--- src/rtl/mbist_pkg.sv ---
package mbist_pkg;

  localparam int unsigned ELEM_W = 3;

  typedef enum logic [2:0] {
    ST_IDLE = 3'd0,
    ST_RUN  = 3'd1,
    ST_HALT = 3'd2,
    ST_DUMP = 3'd3,
    ST_DONE = 3'd4
  } ctl_st_e;

  typedef enum logic [1:0] {
    ALG_MARCHC  = 2'd0,
    ALG_CHECKER = 2'd1,
    ALG_SOLID   = 2'd2,
    ALG_SOLID_B = 2'd3
  } alg_e;

  // One march element: up to two operations at each address
  typedef struct packed {
    logic two_ops;
    logic down;
    logic rd0;
    logic v0;
    logic rd1;
    logic v1;
    logic final_el;
  } elem_desc_t;

  function automatic elem_desc_t elem_desc(input logic [1:0] alg,
                                           input logic [ELEM_W-1:0] el);
    elem_desc_t d;
    d = '0;
    if (alg == ALG_MARCHC) begin
      case (el)
        3'd0: d.rd0 = 1'b0;
        3'd1: begin d.two_ops = 1'b1; d.rd0 = 1'b1; d.v1 = 1'b1; end
        3'd2: begin d.two_ops = 1'b1; d.rd0 = 1'b1; d.v0 = 1'b1; end
        3'd3: begin d.two_ops = 1'b1; d.down = 1'b1; d.rd0 = 1'b1; d.v1 = 1'b1; end
        3'd4: begin d.two_ops = 1'b1; d.down = 1'b1; d.rd0 = 1'b1; d.v0 = 1'b1; end
        default: begin d.rd0 = 1'b1; d.final_el = 1'b1; end
      endcase
    end else begin
      case (el)
        3'd0: d.rd0 = 1'b0;
        3'd1: d.rd0 = 1'b1;
        3'd2: d.v0 = 1'b1;
        default: begin d.rd0 = 1'b1; d.v0 = 1'b1; d.final_el = 1'b1; end
      endcase
    end
    return d;
  endfunction

endpackage

--- src/rtl/mbist_loader.sv ---
module mbist_loader #(
  parameter int unsigned IW        = 8,
  parameter int unsigned LIM_W     = 8,
  parameter int unsigned FLUSH_CYC = 15
) (
  input  logic             clk,
  input  logic             rst_n,
  input  logic             test_en,
  input  logic             ins_shift,
  input  logic             gng_shift,
  input  logic             sdi,
  input  logic             idle,
  output logic             armed,
  output logic [IW-1:0]    instr,
  output logic [LIM_W-1:0] lim,
  output logic             loaded
);

  localparam int unsigned FCW = $clog2(FLUSH_CYC + 1);
  localparam logic [FCW-1:0] F_MAX = FCW'(FLUSH_CYC);

  // Flush detection: plain clocked registers so they can count through reset
  logic           rst_q;
  logic [FCW-1:0] fcnt, fcnt_n;
  logic           te_ok, te_ok_n;
  logic           armed_q, armed_n;

  always_comb begin
    if (rst_q) begin
      fcnt_n  = FCW'(1);
      te_ok_n = test_en;
    end else begin
      fcnt_n  = (fcnt == F_MAX) ? fcnt : fcnt + 1'b1;
      te_ok_n = te_ok & test_en;
    end
    armed_n = (fcnt_n == F_MAX) && te_ok_n;
  end

  always_ff @(posedge clk) begin
    rst_q <= rst_n;
    if (!rst_n) begin
      fcnt    <= fcnt_n;
      te_ok   <= te_ok_n;
      armed_q <= armed_n;
    end
  end

  assign armed = armed_q;

  // Serial loads, data one cycle behind the enables
  logic             ins_q, gng_q;
  logic             cap_i, cap_g;
  logic [IW-1:0]    instr_q, instr_n;
  logic [LIM_W-1:0] lim_q, lim_n;
  logic             loaded_q, loaded_n;

  always_comb begin
    cap_i    = armed_q && idle && ins_q && !gng_q;
    cap_g    = armed_q && idle && ins_q && gng_q;
    instr_n  = cap_i ? {sdi, instr_q[IW-1:1]} : instr_q;
    lim_n    = cap_g ? {sdi, lim_q[LIM_W-1:1]} : lim_q;
    loaded_n = loaded_q | cap_i;
  end

  always_ff @(posedge clk or negedge rst_n) begin
    if (!rst_n) begin
      ins_q    <= 1'b0;
      gng_q    <= 1'b0;
      instr_q  <= '0;
      lim_q    <= '0;
      loaded_q <= 1'b0;
    end else begin
      ins_q    <= ins_shift;
      gng_q    <= gng_shift;
      instr_q  <= instr_n;
      lim_q    <= lim_n;
      loaded_q <= loaded_n;
    end
  end

  assign instr  = instr_q;
  assign lim    = lim_q;
  assign loaded = loaded_q;

endmodule

--- src/rtl/mbist_seq.sv ---
module mbist_seq
  import mbist_pkg::*;
#(
  parameter int unsigned AW  = 4,
  parameter int unsigned DW  = 8,
  parameter int unsigned BGW = 5
) (
  input  logic              clk,
  input  logic              rst_n,
  input  logic              start,
  input  logic              adv,
  input  logic [1:0]        alg,
  input  logic [BGW-1:0]    bg,
  output logic [AW-1:0]     addr,
  output logic [DW-1:0]     data,
  output logic              rd,
  output logic              last,
  output logic [ELEM_W-1:0] elem
);

  elem_desc_t        d;
  logic [AW-1:0]     acnt, acnt_n;
  logic [ELEM_W-1:0] el, el_n;
  logic              opi, opi_n;
  logic [DW-1:0]     pat, base;
  logic              val;

  for (genvar gi = 0; gi < DW; gi++) begin : g_pat
    assign pat[gi] = bg[gi % BGW];
  end

  always_comb begin
    d    = elem_desc(alg, el);
    addr = d.down ? ~acnt : acnt;
    base = pat ^ (((alg == ALG_CHECKER) && addr[0]) ? {DW{1'b1}} : {DW{1'b0}});
    val  = opi ? d.v1 : d.v0;
    data = val ? ~base : base;
    rd   = opi ? d.rd1 : d.rd0;
    last = (opi == d.two_ops) && (&acnt) && d.final_el;
    elem = el;
  end

  always_comb begin
    acnt_n = acnt;
    el_n   = el;
    opi_n  = opi;
    if (start) begin
      acnt_n = '0;
      el_n   = '0;
      opi_n  = 1'b0;
    end else if (adv) begin
      if (!opi && d.two_ops) begin
        opi_n = 1'b1;
      end else begin
        opi_n = 1'b0;
        if (&acnt) begin
          acnt_n = '0;
          el_n   = el + 1'b1;
        end else begin
          acnt_n = acnt + 1'b1;
        end
      end
    end
  end

  always_ff @(posedge clk or negedge rst_n) begin
    if (!rst_n) begin
      acnt <= '0;
      el   <= '0;
      opi  <= 1'b0;
    end else begin
      acnt <= acnt_n;
      el   <= el_n;
      opi  <= opi_n;
    end
  end

endmodule

--- src/rtl/mbist_mem.sv ---
module mbist_mem #(
  parameter int unsigned AW = 4,
  parameter int unsigned DW = 8
) (
  input  logic          clk,
  input  logic          we,
  input  logic [AW-1:0] addr,
  input  logic [DW-1:0] wdata,
  input  logic          fault_en,
  input  logic [AW-1:0] fault_addr,
  input  logic [DW-1:0] fault_mask,
  output logic [DW-1:0] rdata
);

  localparam int unsigned DEPTH = 1 << AW;

  logic [DW-1:0] arr [DEPTH];

  always_ff @(posedge clk) begin
    if (we) arr[addr] <= wdata;
  end

  always_comb begin
    rdata = arr[addr];
    if (fault_en && (addr == fault_addr)) rdata = rdata ^ fault_mask;
  end

endmodule

--- src/rtl/mbist_ctrl.sv ---
module mbist_ctrl
  import mbist_pkg::*;
#(
  parameter int unsigned AW        = 4,
  parameter int unsigned DW        = 8,
  parameter int unsigned IW        = 8,
  parameter int unsigned LIM_W     = 8,
  parameter int unsigned FLUSH_CYC = 15
) (
  input  logic          clk,
  input  logic          rst_n,
  input  logic          test_en,
  input  logic          ins_shift,
  input  logic          gng_shift,
  input  logic          sdi,
  input  logic          run_req,
  input  logic          fault_en,
  input  logic [AW-1:0] fault_addr,
  input  logic [DW-1:0] fault_mask,
  output logic          sdo,
  output logic [2:0]    result
);

  localparam int unsigned BGW = IW - 3;
  localparam int unsigned LW  = AW + 2 * DW + ELEM_W;
  localparam int unsigned BCW = $clog2(LW + 1);
  localparam logic [BCW-1:0] BC_LAST = BCW'(LW - 1);

  ctl_st_e st, st_n;

  logic              armed, loaded;
  logic [IW-1:0]     instr;
  logic [LIM_W-1:0]  lim;
  logic              bitmap;
  logic [AW-1:0]     s_addr;
  logic [DW-1:0]     s_data, rdata;
  logic              s_rd, s_last;
  logic [ELEM_W-1:0] s_elem;
  logic              go, seq_adv, mem_we, miscmp, pull;

  logic [LW-1:0]    rec, rec_n;
  logic [BCW-1:0]   bc, bc_n;
  logic             fin, fin_n;
  logic [LIM_W-1:0] nf, nf_n;
  logic             flag, flag_n;

  mbist_loader #(.IW(IW), .LIM_W(LIM_W), .FLUSH_CYC(FLUSH_CYC)) u_load (
    .clk(clk), .rst_n(rst_n), .test_en(test_en), .ins_shift(ins_shift),
    .gng_shift(gng_shift), .sdi(sdi), .idle(st == ST_IDLE),
    .armed(armed), .instr(instr), .lim(lim), .loaded(loaded)
  );

  mbist_seq #(.AW(AW), .DW(DW), .BGW(BGW)) u_seq (
    .clk(clk), .rst_n(rst_n), .start(go), .adv(seq_adv),
    .alg(instr[1:0]), .bg(instr[IW-1:3]),
    .addr(s_addr), .data(s_data), .rd(s_rd), .last(s_last), .elem(s_elem)
  );

  mbist_mem #(.AW(AW), .DW(DW)) u_mem (
    .clk(clk), .we(mem_we), .addr(s_addr), .wdata(s_data),
    .fault_en(fault_en), .fault_addr(fault_addr), .fault_mask(fault_mask),
    .rdata(rdata)
  );

  always_comb begin
    bitmap  = instr[2];
    go      = (st == ST_IDLE) && armed && loaded && run_req && !ins_shift;
    seq_adv = (st == ST_RUN);
    mem_we  = (st == ST_RUN) && !s_rd;
    miscmp  = (st == ST_RUN) && s_rd && (rdata != s_data);
    pull    = gng_shift && !ins_shift;
  end

  always_comb begin
    st_n   = st;
    rec_n  = rec;
    bc_n   = bc;
    fin_n  = fin;
    nf_n   = nf;
    flag_n = flag;
    case (st)
      ST_IDLE: if (go) st_n = ST_RUN;
      ST_RUN: begin
        if (miscmp) begin
          if (nf >= lim) flag_n = 1'b1;
          if (nf != {LIM_W{1'b1}}) nf_n = nf + 1'b1;
        end
        if (miscmp && bitmap) begin
          rec_n = {s_addr, s_data, rdata, s_elem};
          bc_n  = '0;
          fin_n = s_last;
          st_n  = ST_HALT;
        end else if (s_last) begin
          st_n = ST_DONE;
        end
      end
      ST_HALT, ST_DUMP: begin
        if (pull) begin
          rec_n = {rec[LW-2:0], 1'b0};
          if (bc == BC_LAST) begin
            bc_n = '0;
            st_n = fin ? ST_DONE : ST_RUN;
          end else begin
            bc_n = bc + 1'b1;
            st_n = ST_DUMP;
          end
        end
      end
      default: st_n = st;
    endcase
  end

  always_ff @(posedge clk or negedge rst_n) begin
    if (!rst_n) begin
      st   <= ST_IDLE;
      rec  <= '0;
      bc   <= '0;
      fin  <= 1'b0;
      nf   <= '0;
      flag <= 1'b0;
    end else begin
      st   <= st_n;
      rec  <= rec_n;
      bc   <= bc_n;
      fin  <= fin_n;
      nf   <= nf_n;
      flag <= flag_n;
    end
  end

  assign sdo    = ((st == ST_HALT) || (st == ST_DUMP)) ? rec[LW-1] : 1'b0;
  assign result = {flag, st == ST_HALT, st == ST_DONE};

endmodule

--- config.mk ---
export PLATFORM = sky130hd
export DESIGN_NAME = mbist_ctrl
export DESIGN_NICKNAME = d
export VERILOG_FILES = /design/src/rtl/mbist_pkg.sv /design/src/rtl/mbist_loader.sv /design/src/rtl/mbist_seq.sv /design/src/rtl/mbist_mem.sv /design/src/rtl/mbist_ctrl.sv
export SDC_FILE = /design/constraint.sdc
export NUM_CORES = 1
export LEC_CHECK = 0
export BUFFER_PORTS_ARGS = -buffer_cell sky130_fd_sc_hd__buf_2
export CORE_MARGIN = 10
export CORE_UTILIZATION = 45
export DETAILED_ROUTE_END_ITERATION = 16
export MAX_ROUTING_LAYER = met4
export PLACE_DENSITY = 0.62
export REMOVE_ABC_BUFFERS = 1
export SYNTH_ARGS = -nofsm -noshare
export SYNTH_HDL_FRONTEND = slang
export SYNTH_SLANG_ARGS = --single-unit
--- constraint.sdc ---
create_clock -name clk -period 8.6 [get_ports clk]
set_input_delay 1.29 -clock clk [delete_from_list [all_inputs] [get_ports clk]]
set_output_delay 1.29 -clock clk [all_outputs]
set_load 0.02 [all_outputs]
Word-level counts from Yosys, hierarchy flattened
Memories as Yosys holds them, arrays and structs flattened.
Cells that the tools add are included.
- memory bits (writable): 128
- memories kept: 1
- register bits: 75
- input bits: 20
- word-level logic and storage cells: 149
- output and inout port bits: 4
- memory list (name ; words ; width ; read ports ; clocked after Yosys merged registers in ; write ports ; RTL line ; source):
    u_mem.arr ; 16 ; 8 ; 1 ; 0 ; 1 ; mbist_mem.sv:17 ; logic [DW-1:0] arr [DEPTH];
- reductions and logical operators: 47
- equality and inequality tests: 21
- bitwise operators: 6
- muxes and demuxes: 50
- order comparisons: 1
- add/sub/neg operators: 5
- operator list (operator ; number):
    $mux 23 ; 2
    $pmux 23 s2 ; 1
    $mux 3 ; 10
    $mux 4 ; 7
    $mux 8 ; 3
    $mux 1 ; 20
    $logic_and 1x1->1 ; 18
    $xor 8x8->8 ; 2
    $mux 5 ; 3
    $eq 3x2->1 const B ; 4
    $reduce_and 3->1 ; 4
    $reduce_or 2->1 ; 6
    $pmux 5 s2 ; 1
    $pmux 3 s3 ; 1
    $add 4x1->4 const B ; 2
    $add 8x1->8 const B ; 1
    $eq 4x4->1 const B ; 2
    $ge 8x8->1 ; 1
    $ne 8x8->1 ; 1
    $ne 8x8->1 const B ; 1
    $not 8->8 ; 1
    $reduce_and 4->1 ; 2
    $eq 3x1->1 const B ; 2
    $eq 3x3->1 const B ; 2
    23 further kinds ; 33

Depth between registers and ports, before layout
Gate-level depths: netlist of the first run.
- depth in word-level cells: 15
- gate-level depth with buffers: 15
- gate-level depth less buffers: 13

Cells and area by module
A second synthesis of the first run with hierarchy kept.
- cells, all modules: 614
- area total of the unflattened synthesis: 9489.1 sq um
- modules (own cells, without submodules) (module ; cells each ; area each (sq um) ; instances):
    mbist_mem ; 247 ; 5154.9 ; 1
    mbist_ctrl ; 215 ; 2533.7 ; 1
    mbist_loader ; 65 ; 1039.7 ; 1
    mbist_seq ; 87 ; 760.7 ; 1

Least setup slack after synthesis of the first run
OpenSTA, ideal clock, no wires.
- kind: register to register
- start: reg u_seq.el[0] (netlist: u_seq.elem[0])
- end: reg rec[10]
- setup slack: 4956 ps
- clock period less this slack: 3644 ps
- data arrival time: 3519 ps
- cell stages (with the launch flop): 13
- data required time: 8475 ps
- setup time: 125 ps
- buffers on the path: 1
- cells stage by stage: dfrtp_1 -> inv_1 -> ha_1 -> nor2b_1 -> a221oi_1 -> a211oi_2 -> xnor2_1 -> xnor3_1 -> nand4_2 -> o21ai_1 -> a21oi_4 -> buf_6 -> mux2_4
- word-level cells in the longest chain between the ends: 15
- ends and longest elaborated chain (what ; RTL line ; source):
    start, declared ; mbist_seq.sv:23 ; logic [ELEM_W-1:0] el, el_n;
    start signal, assigned ; mbist_seq.sv:73 ; el <= el_n;
    $eq 3x2->1 or $eq 3x3->1 (tied branches) ; mbist_pkg.sv:36 ; case (el)
    $reduce_or 2->1 (no line) ; -- ;
    $mux 1 ; mbist_pkg.sv:36 ;
    $mux 2 ; mbist_pkg.sv:35 ; if (alg == ALG_MARCHC) begin
    $mux 4 ; mbist_seq.sv:34 ; addr = d.down ? ~acnt : acnt;
    $logic_and 1x1->1 ; mbist_seq.sv:35 ; base = pat ^ (((alg == ALG_CHECKER) && addr[0]) ? {DW{1'b1}} : {DW{1'b0}});
    $mux 8 ; mbist_seq.sv:35 ;
    $xor 8x8->8 ; mbist_seq.sv:35 ;
    $not 8->8 ; mbist_seq.sv:37 ; data = val ? ~base : base;
    $mux 8 * ; mbist_seq.sv:37 ;
    named net s_data[3] ; mbist_ctrl.sv:36 ; logic [DW-1:0] s_data, rdata;
    $ne 8x8->1 * ; mbist_ctrl.sv:70 ; miscmp = (st == ST_RUN) && s_rd && (rdata != s_data);
    $logic_and 1x1->1 * ; mbist_ctrl.sv:70 ;
    $logic_and 1x1->1 * ; mbist_ctrl.sv:88 ; if (miscmp && bitmap) begin
    $ne 2x1->1 (no line) * ; -- ;
    $reduce_and 3->1 (no line) * ; -- ;
    end signal, assigned ; mbist_ctrl.sv:123 ; rec <= rec_n;
    end, declared ; mbist_ctrl.sv:41 ; logic [LW-1:0] rec, rec_n;
The timed path passes the listed nets; every way through them passes the cells marked *. The select of a mux whose other input is x is not followed.
A chain may end at the register's enable or synchronous reset.

Worst setup path after layout of the first run
- start: reg u_seq.el[1] (netlist: u_seq.elem[1])
- end: reg rec[4]
- word-level cells in the longest chain between the ends: 15
- ends and longest elaborated chain (what):
    parallel branches: the longest is 15 deep, another holds $mem_v2 16x8
Parallel ways; which one is timed is not known. The select of a mux whose other input is x is not followed.

==> run_results.csv, run 1 <==
group,metric,value,unit
outcome,status,"finished clean",
clock_network,cts_num_sinks,155,
layout,fillers,1653,
pwr,total_power,3.698,mW
synthesis,synth_top_cells_by_count,"edfxtp_1, dfrtp_1, nand2_1, nor2_1, o21ai_0",
clock_network,clk_path_buf_depth,2,
pwr,swShare,40.46,%
pwr,combPwrFrac,48.1,%
global_routing,grt_antenna_before_repair,0,
synthesis,synthTopCellsByArea,"edfxtp_1, dfrtp_1, mux4_2",
floorplan,core.rowCount,50,
global_routing,grt_pass1_wl,32.34,mm
clock_network,clock_latency,0.42,ns
global_routing,grt_usage,17.13,%
floorplan,start_util,45.44,%
worst_setup_path,timing.rr.start,"u_seq.elem[1]",
synthesis,syn_inst,723,
worst_setup_path,crit_fanout,27,
synthesis,yosysMostFrequentCell,"edfxtp_1",
sta,fin_setup_tns,0,ns
pwr,pwr_density_cell,398.1,mW/mm^2
synthesis,yosysWarnings,0,
drt,ant_nets,0,
global_routing,grt_max_degree,71,
sta,maxSlewHeadroom,33.52,%
worst_setup_path,rr_endpoint,"rec[4]",
drt,routed_wl,19.78,mm
layout,diodes,0,
drt,drc,0,
clock_network,post_cts_resized,0,
sta,finalWorstSetupSlack,3.475,ns
layout,layout-drive-gt1-share,17.56,%
sta,fmax,195.1,MHz
sta,finalCritPeriodShare,59.59,%
worst_setup_path,cp.arrival,5.43,ns
clock_network,htree_levels,4,
worst_hold_path,hp-class,"reg -> reg",
drt,vias_per_cell,6.028,
clock_network,cts_tree,"yes",
worst_setup_path,rr_worst_depth,12,
sta,period_needed,5.125,ns
pwr,seqPwrFrac,32.8,%
drt,drt-initial-drc-count,686,
synthesis,ys_seq_elements,155,
clock_network,cts_root_buf,"clkbuf_16",
pwr,vdd.ir_drop.worst,0.2105,mV
floorplan,coreArea,0.01864,mm^2
sta,holdWs,0.4752,ns
pwr,netSwitchingPower,1.496,mW
sta,fin_skew,0.008979,ns
run,cap_viol_max_count,0,
placement,dp_hpwl,13.60,mm
floorplan,dieArea,0.02472,mm^2
worst_setup_path,critPathKind,"reg -> reg",
global_routing,overflow,0,
pwr,power.internal,2.202,mW
layout,area_growth,9.644,%
clock_network,cts_buffers,17,
pwr,leakage,3.533,nW
clock_network,clkTransAtPathRegs,0.06,ns
sta,tightest_slew,0.9950,ns
worst_setup_path,cp-start-kind,"register",
floorplan,die_h,157.2,um
synthesis,synth.largest_area_cell,"edfxtp_1",
floorplan,fp.dieW,157.2,um
synthesis,synth_cell_type_count,76,
worst_setup_path,cp.required,8.90,ns
synthesis,synth-edff-count,86,
drt,first_pass_iters,5,
layout,final_nets,772,
sta,grt_setup_unrepaired,"false",
synthesis,yosysSeqAreaShare,50.80,%
sta,hold_violations,0,
worst_setup_path,rrSetupSlack,3.48,ns
placement,gp_congestion,0.8849,
worst_hold_path,min_path_cells,1,
synthesis,postSynthAreaPerCell,11.72,um^2
worst_setup_path,crit_path_end_kind,"register",
clock_network,postCtsSetupBuffers,0,
drt,wl_per_cell,20.18,um
placement,place_ws,3.609,ns
placement,io_buffers,23,
clock_network,hold_buffers,0,
synthesis,yosysTopAreaCellShare,30.48,%
floorplan,pin_count,24,
worst_setup_path,critPathCapture,"rec[4]",
sta,setup_violations,0,
synthesis,netlist_area,0.008472,mm^2
synthesis,synth_ff_type,"edfxtp_1",
synthesis,async_flop_share,43.87,%
drt,vias,5907,
sta,slew_violations,0,
worst_setup_path,startpoint,"u_seq.elem[1]",
global_routing,grt_pass1_vias,6004,
pwr,clockPowerShare,19.1,%
==> critical path: stages, from the launching register on <==
cell	delay, ns
dfrtp_1	0.44
inv_1	0.12
ha_1	0.32
mux2_4	0.32
nand2_1	0.50
a22oi_1	0.64
o32ai_1	0.21
a2111o_1	0.49
xnor2_1	0.18
o2111ai_1	0.37
o21ai_1	0.16
a21oi_4	0.81
mux2_2	0.42
==> area by class of cell <==
type	count	area, um^2	share of cell area (%)
Multi-Input combinational cell	496	3839	41.33
Clock buffer	22	461.7	4.970
Timing Repair Buffer	32	182.7	1.967
Sequential cell	155	4307	46.36
Clock inverter	10	90.09	0.9698
Tap cell	234	292.8	3.152
Inverter	31	116.4	1.253
==> stage by stage <==
stage,util [%],instances,area (um^2)
floorplan,-,682,8259
global placement,46.87,948,8737
detailed placement,46.87,948,8737
CTS,49.83,980,9289
global route,49.83,980,9289
finish,49.83,980,9289
==> power groups by stage <==
stage	registers, mW	logic (mW)	clock network, mW
final	1.21	1.78	0.708
after global placement	1.22	1.72	0
after CTS	1.21	1.77	0.724
after global routing	1.24	1.96	0.757
after floorplan	1.27	1.21	0
after detailed placement	1.23	1.76	0
==> state kept, by name, summed over array words and instances, names as in the netlist, 3 cells and up <==
register / cells
u_load.instr: 8
u_load.lim: 8
rec: 23
st: 3
u_seq.elem: 3
u_seq.acnt: 4
u_mem.arr: 80
bc: 5
u_load.fcnt: 4
nf: 8
==> per-layer routing <==
layer	track usage (%)	wire, um	vias to the layer above
li1	-	-	2729
met1	22.06	8834	2979
met2	27.03	9655	178
met3	3.848	1097	21
met4	4.230	193	0
met5	-	0	-
==> how the worst min path moves through the flow <==
stage,from,to,slack (ns)
after floorplan,u_load.loaded,u_load.loaded,0.43
final,u_load.loaded,u_load.loaded,0.48
after detailed placement,u_load.loaded,u_load.loaded,0.48
after global placement,u_load.loaded,u_load.loaded,0.45
after CTS,u_load.loaded,u_load.loaded,0.49
after global routing,u_load.lim[0],u_load.lim[0],0.52
==> cells in the final DEF (no fill, tap or decap), types with 20 or more instances in the layout <==
cell,count
nand2_1,55
mux2i_1,30
a21oi_1,27
o21ai_0,44
xnor2_1,20
buf_2,23
inv_1,31
nor3_1,24
mux4_2,25
edfxtp_1,86
nor2_1,46
nand3_1,27
dfrtp_1,66
mux2_2,22
==> logic make-up after synthesis <==
logic type / after synthesis / synth area share, %
flip-flops: 155 / 50.80
AND/OR/NAND/NOR: 214 / 12.44
multiplexers: 88 / 15.15
AO/OA/AOI/OAI: 142 / 11.34
XOR/XNOR: 33 / 3.574
adder cells (fa/ha/maj): 19 / 2.806
buffers and inverters: 72 / 3.884
Power figures use the tool's default switching activity.
==> run 2, diff against run 1 <==
==> constraint.sdc (replaced) <==
create_clock -name clk -period 5.1 [get_ports clk]
set_input_delay 0.765 -clock clk [delete_from_list [all_inputs] [get_ports clk]]
set_output_delay 0.765 -clock clk [all_outputs]
set_load 0.02 [all_outputs]
==> run 2 against run 1 <==
  * Routed wire length increased by 4.1%
  * Sequential power is 74% higher
  * Critical endpoint is now rec[2]
  * Utilization up 0.58 points
  * Hold slack lost 0.087 ns
==> run_results.csv, run 2 (synthesis results as in run 1) <==
group,metric,value,unit
sta,hold_violations,0,
sta,finalWorstSetupSlack,0.4737,ns
outcome,status,"finished clean",
layout,postLayoutCellArea,0.009397,mm^2
layout,regMostFlops,"u_mem.arr",
layout,fillers,1636,
sta,setup_violations,0,
layout,layout-drive-gt1-share,17.95,%
sta,fmax,216.2,MHz
worst_setup_path,cp.arrival,4.94,ns
worst_setup_path,crit_fanout,17,
worst_setup_path,startpoint,"u_seq.elem[1]",
clock_network,hold_buffers,0,
placement,dp_hpwl,14.43,mm
floorplan,pin_count,24,
floorplan,fp.dieW,157.2,um
worst_setup_path,cp.required,5.42,ns
worst_setup_path,critPathKind,"reg -> reg",
global_routing,grt_usage,17.69,%
drt,drc,0,
drt,vias_per_cell,5.975,
run,cap_viol_max_count,0,
drt,first_pass_iters,6,
floorplan,dieArea,0.02472,mm^2
clock_network,clk_path_buf_depth,2,
layout,final_common_cell,"edfxtp_1",
clock_network,post_cts_resized,0,
sta,grt_setup_unrepaired,"false",
clock_network,clkTransAtPathRegs,0.07,ns
clock_network,cts_root_buf,"clkbuf_16",
clock_network,clock_latency,0.44,ns
clock_network,htree_levels,4,
pwr,leakage,3.574,nW
floorplan,coreArea,0.01864,mm^2
layout,area_growth,10.91,%
clock_network,cts_num_sinks,155,
global_routing,grt_pass1_vias,5955,
placement,place_area,0.008795,mm^2
global_routing,grt_antenna_before_repair,1,
placement,gp_congestion,0.9045,
pwr,pwr_density_cell,683.9,mW/mm^2
placement,place_ws,0.5791,ns
layout,top_regs,"u_mem.arr: 80 flops, rec: 23 flops",
layout,final_nets,778,
worst_hold_path,hp-class,"in -> async",
layout,layout_common_cells,"edfxtp_1, dfrtp_1, nand2_1",
clock_network,postCtsSetupBuffers,0,
sta,slew_violations,0,
sta,maxSlewHeadroom,30.36,%
pwr,vdd.ir_drop.worst,0.3310,mV
drt,drt-initial-drc-count,544,
layout,largest_reg_flops,80,
drt,routed_wl,20.59,mm
floorplan,core.rowCount,50,
sta,tightest_slew,1.045,ns
sta,finalCritPeriodShare,90.71,%
global_routing,overflow,0,
worst_setup_path,crit_path_end_kind,"register",
sta,period_needed,4.626,ns
clock_network,cts_buffers,17,
floorplan,die_h,157.2,um
worst_setup_path,cp-start-kind,"register",
global_routing,grt_pass1_wl,32.80,mm
sta,fin_skew,0.02293,ns
worst_setup_path,timing.rr.start,"u_seq.elem[1]",
global_routing,grt_max_degree,50,
placement,io_buffers,23,
floorplan,start_util,45.44,%
drt,ant_nets,0,
clock_network,cts_tree,"yes",
drt,vias,5897,
drt,wl_per_cell,20.86,um
-- run 2: changes by cell type in the layout (fill, tap and decap cells not counted), sizes merged --
cell      delta
bufinv       +2
diode        +1
inv          -2
clkinv       +2
buf          +6
clkbuf       -3
clkinvlp     +1
-- run 2: worst max-delay path, cell delays in order (launching register included) --
cell	delay (ns)
dfrtp_1	0.44
inv_1	0.10
ha_1	0.28
mux2i_4	0.50
nor2_2	0.31
a22oi_1	0.50
o32ai_1	0.19
a2111o_1	0.49
xnor2_1	0.17
o2111ai_1	0.37
o21ai_1	0.18
a21oi_4	0.33
buf_4	0.27
mux2_2	0.36
-- run 2: final cells by class --
type                    instances  area [um^2]  share of cell area [%]
repair buffers                 38        240.2                   2.557
flip-flops and latches        155         4307                   45.83
clock buffers                  19        432.9                   4.607
well taps                     234        292.8                   3.116
diodes                          1        2.502                 0.02663
multi-input cells             496         3839                   40.85
inverters                      31        116.4                   1.238
clock inverters                13        166.4                   1.771
-- run 2: path summary, 6_finish.rpt --
path	to	slack (ns)	cells after the start
hold reg to reg	u_load.lim[3]	0.48	2
hold / removal	rec[17]	0.39	1
max in group asynchronous	u_seq.acnt[1]	3.68	2
setup reg to reg	rec[2]	0.47	13
setup / recovery	rec[2]	0.47	13
min in group clk	u_load.gng_q	0.46	1
-- run 2: per-layer routing --
metal  part of all wire (%)  GRT usage, %  vias up
met5                      0             -        -
met4                    2.2         6.055        0
met3                    4.9         3.903       36
met2                     50         28.49      173
met1                     43         21.70     2941
li1                       -             -     2747
-- run 2: where the power goes --
part | internal [mW] | switching (mW) | total [mW]
sequential | 1.81 | 0.295 | 2.10
combinational | 1.24 | 1.78 | 3.02
clock | 0.774 | 0.530 | 1.30
total | 3.82 | 2.60 | 6.43
-- run 2: stage by stage --
stage	hold slack (ns)	std cells	utilization (%)	setup TNS (ns)	power, mW
2_1_floorplan	0.4261	682	-	-1.899	4.192
3_3_place_gp	0.4466	954	47.17	0	5.046
3_5_place_dp	0.4699	954	47.17	0	5.126
4_1_cts	0.4202	986	50.39	0	6.440
5_1_grt	0.4453	987	50.40	0	6.855
6_report	0.3880	987	50.40	0	6.427
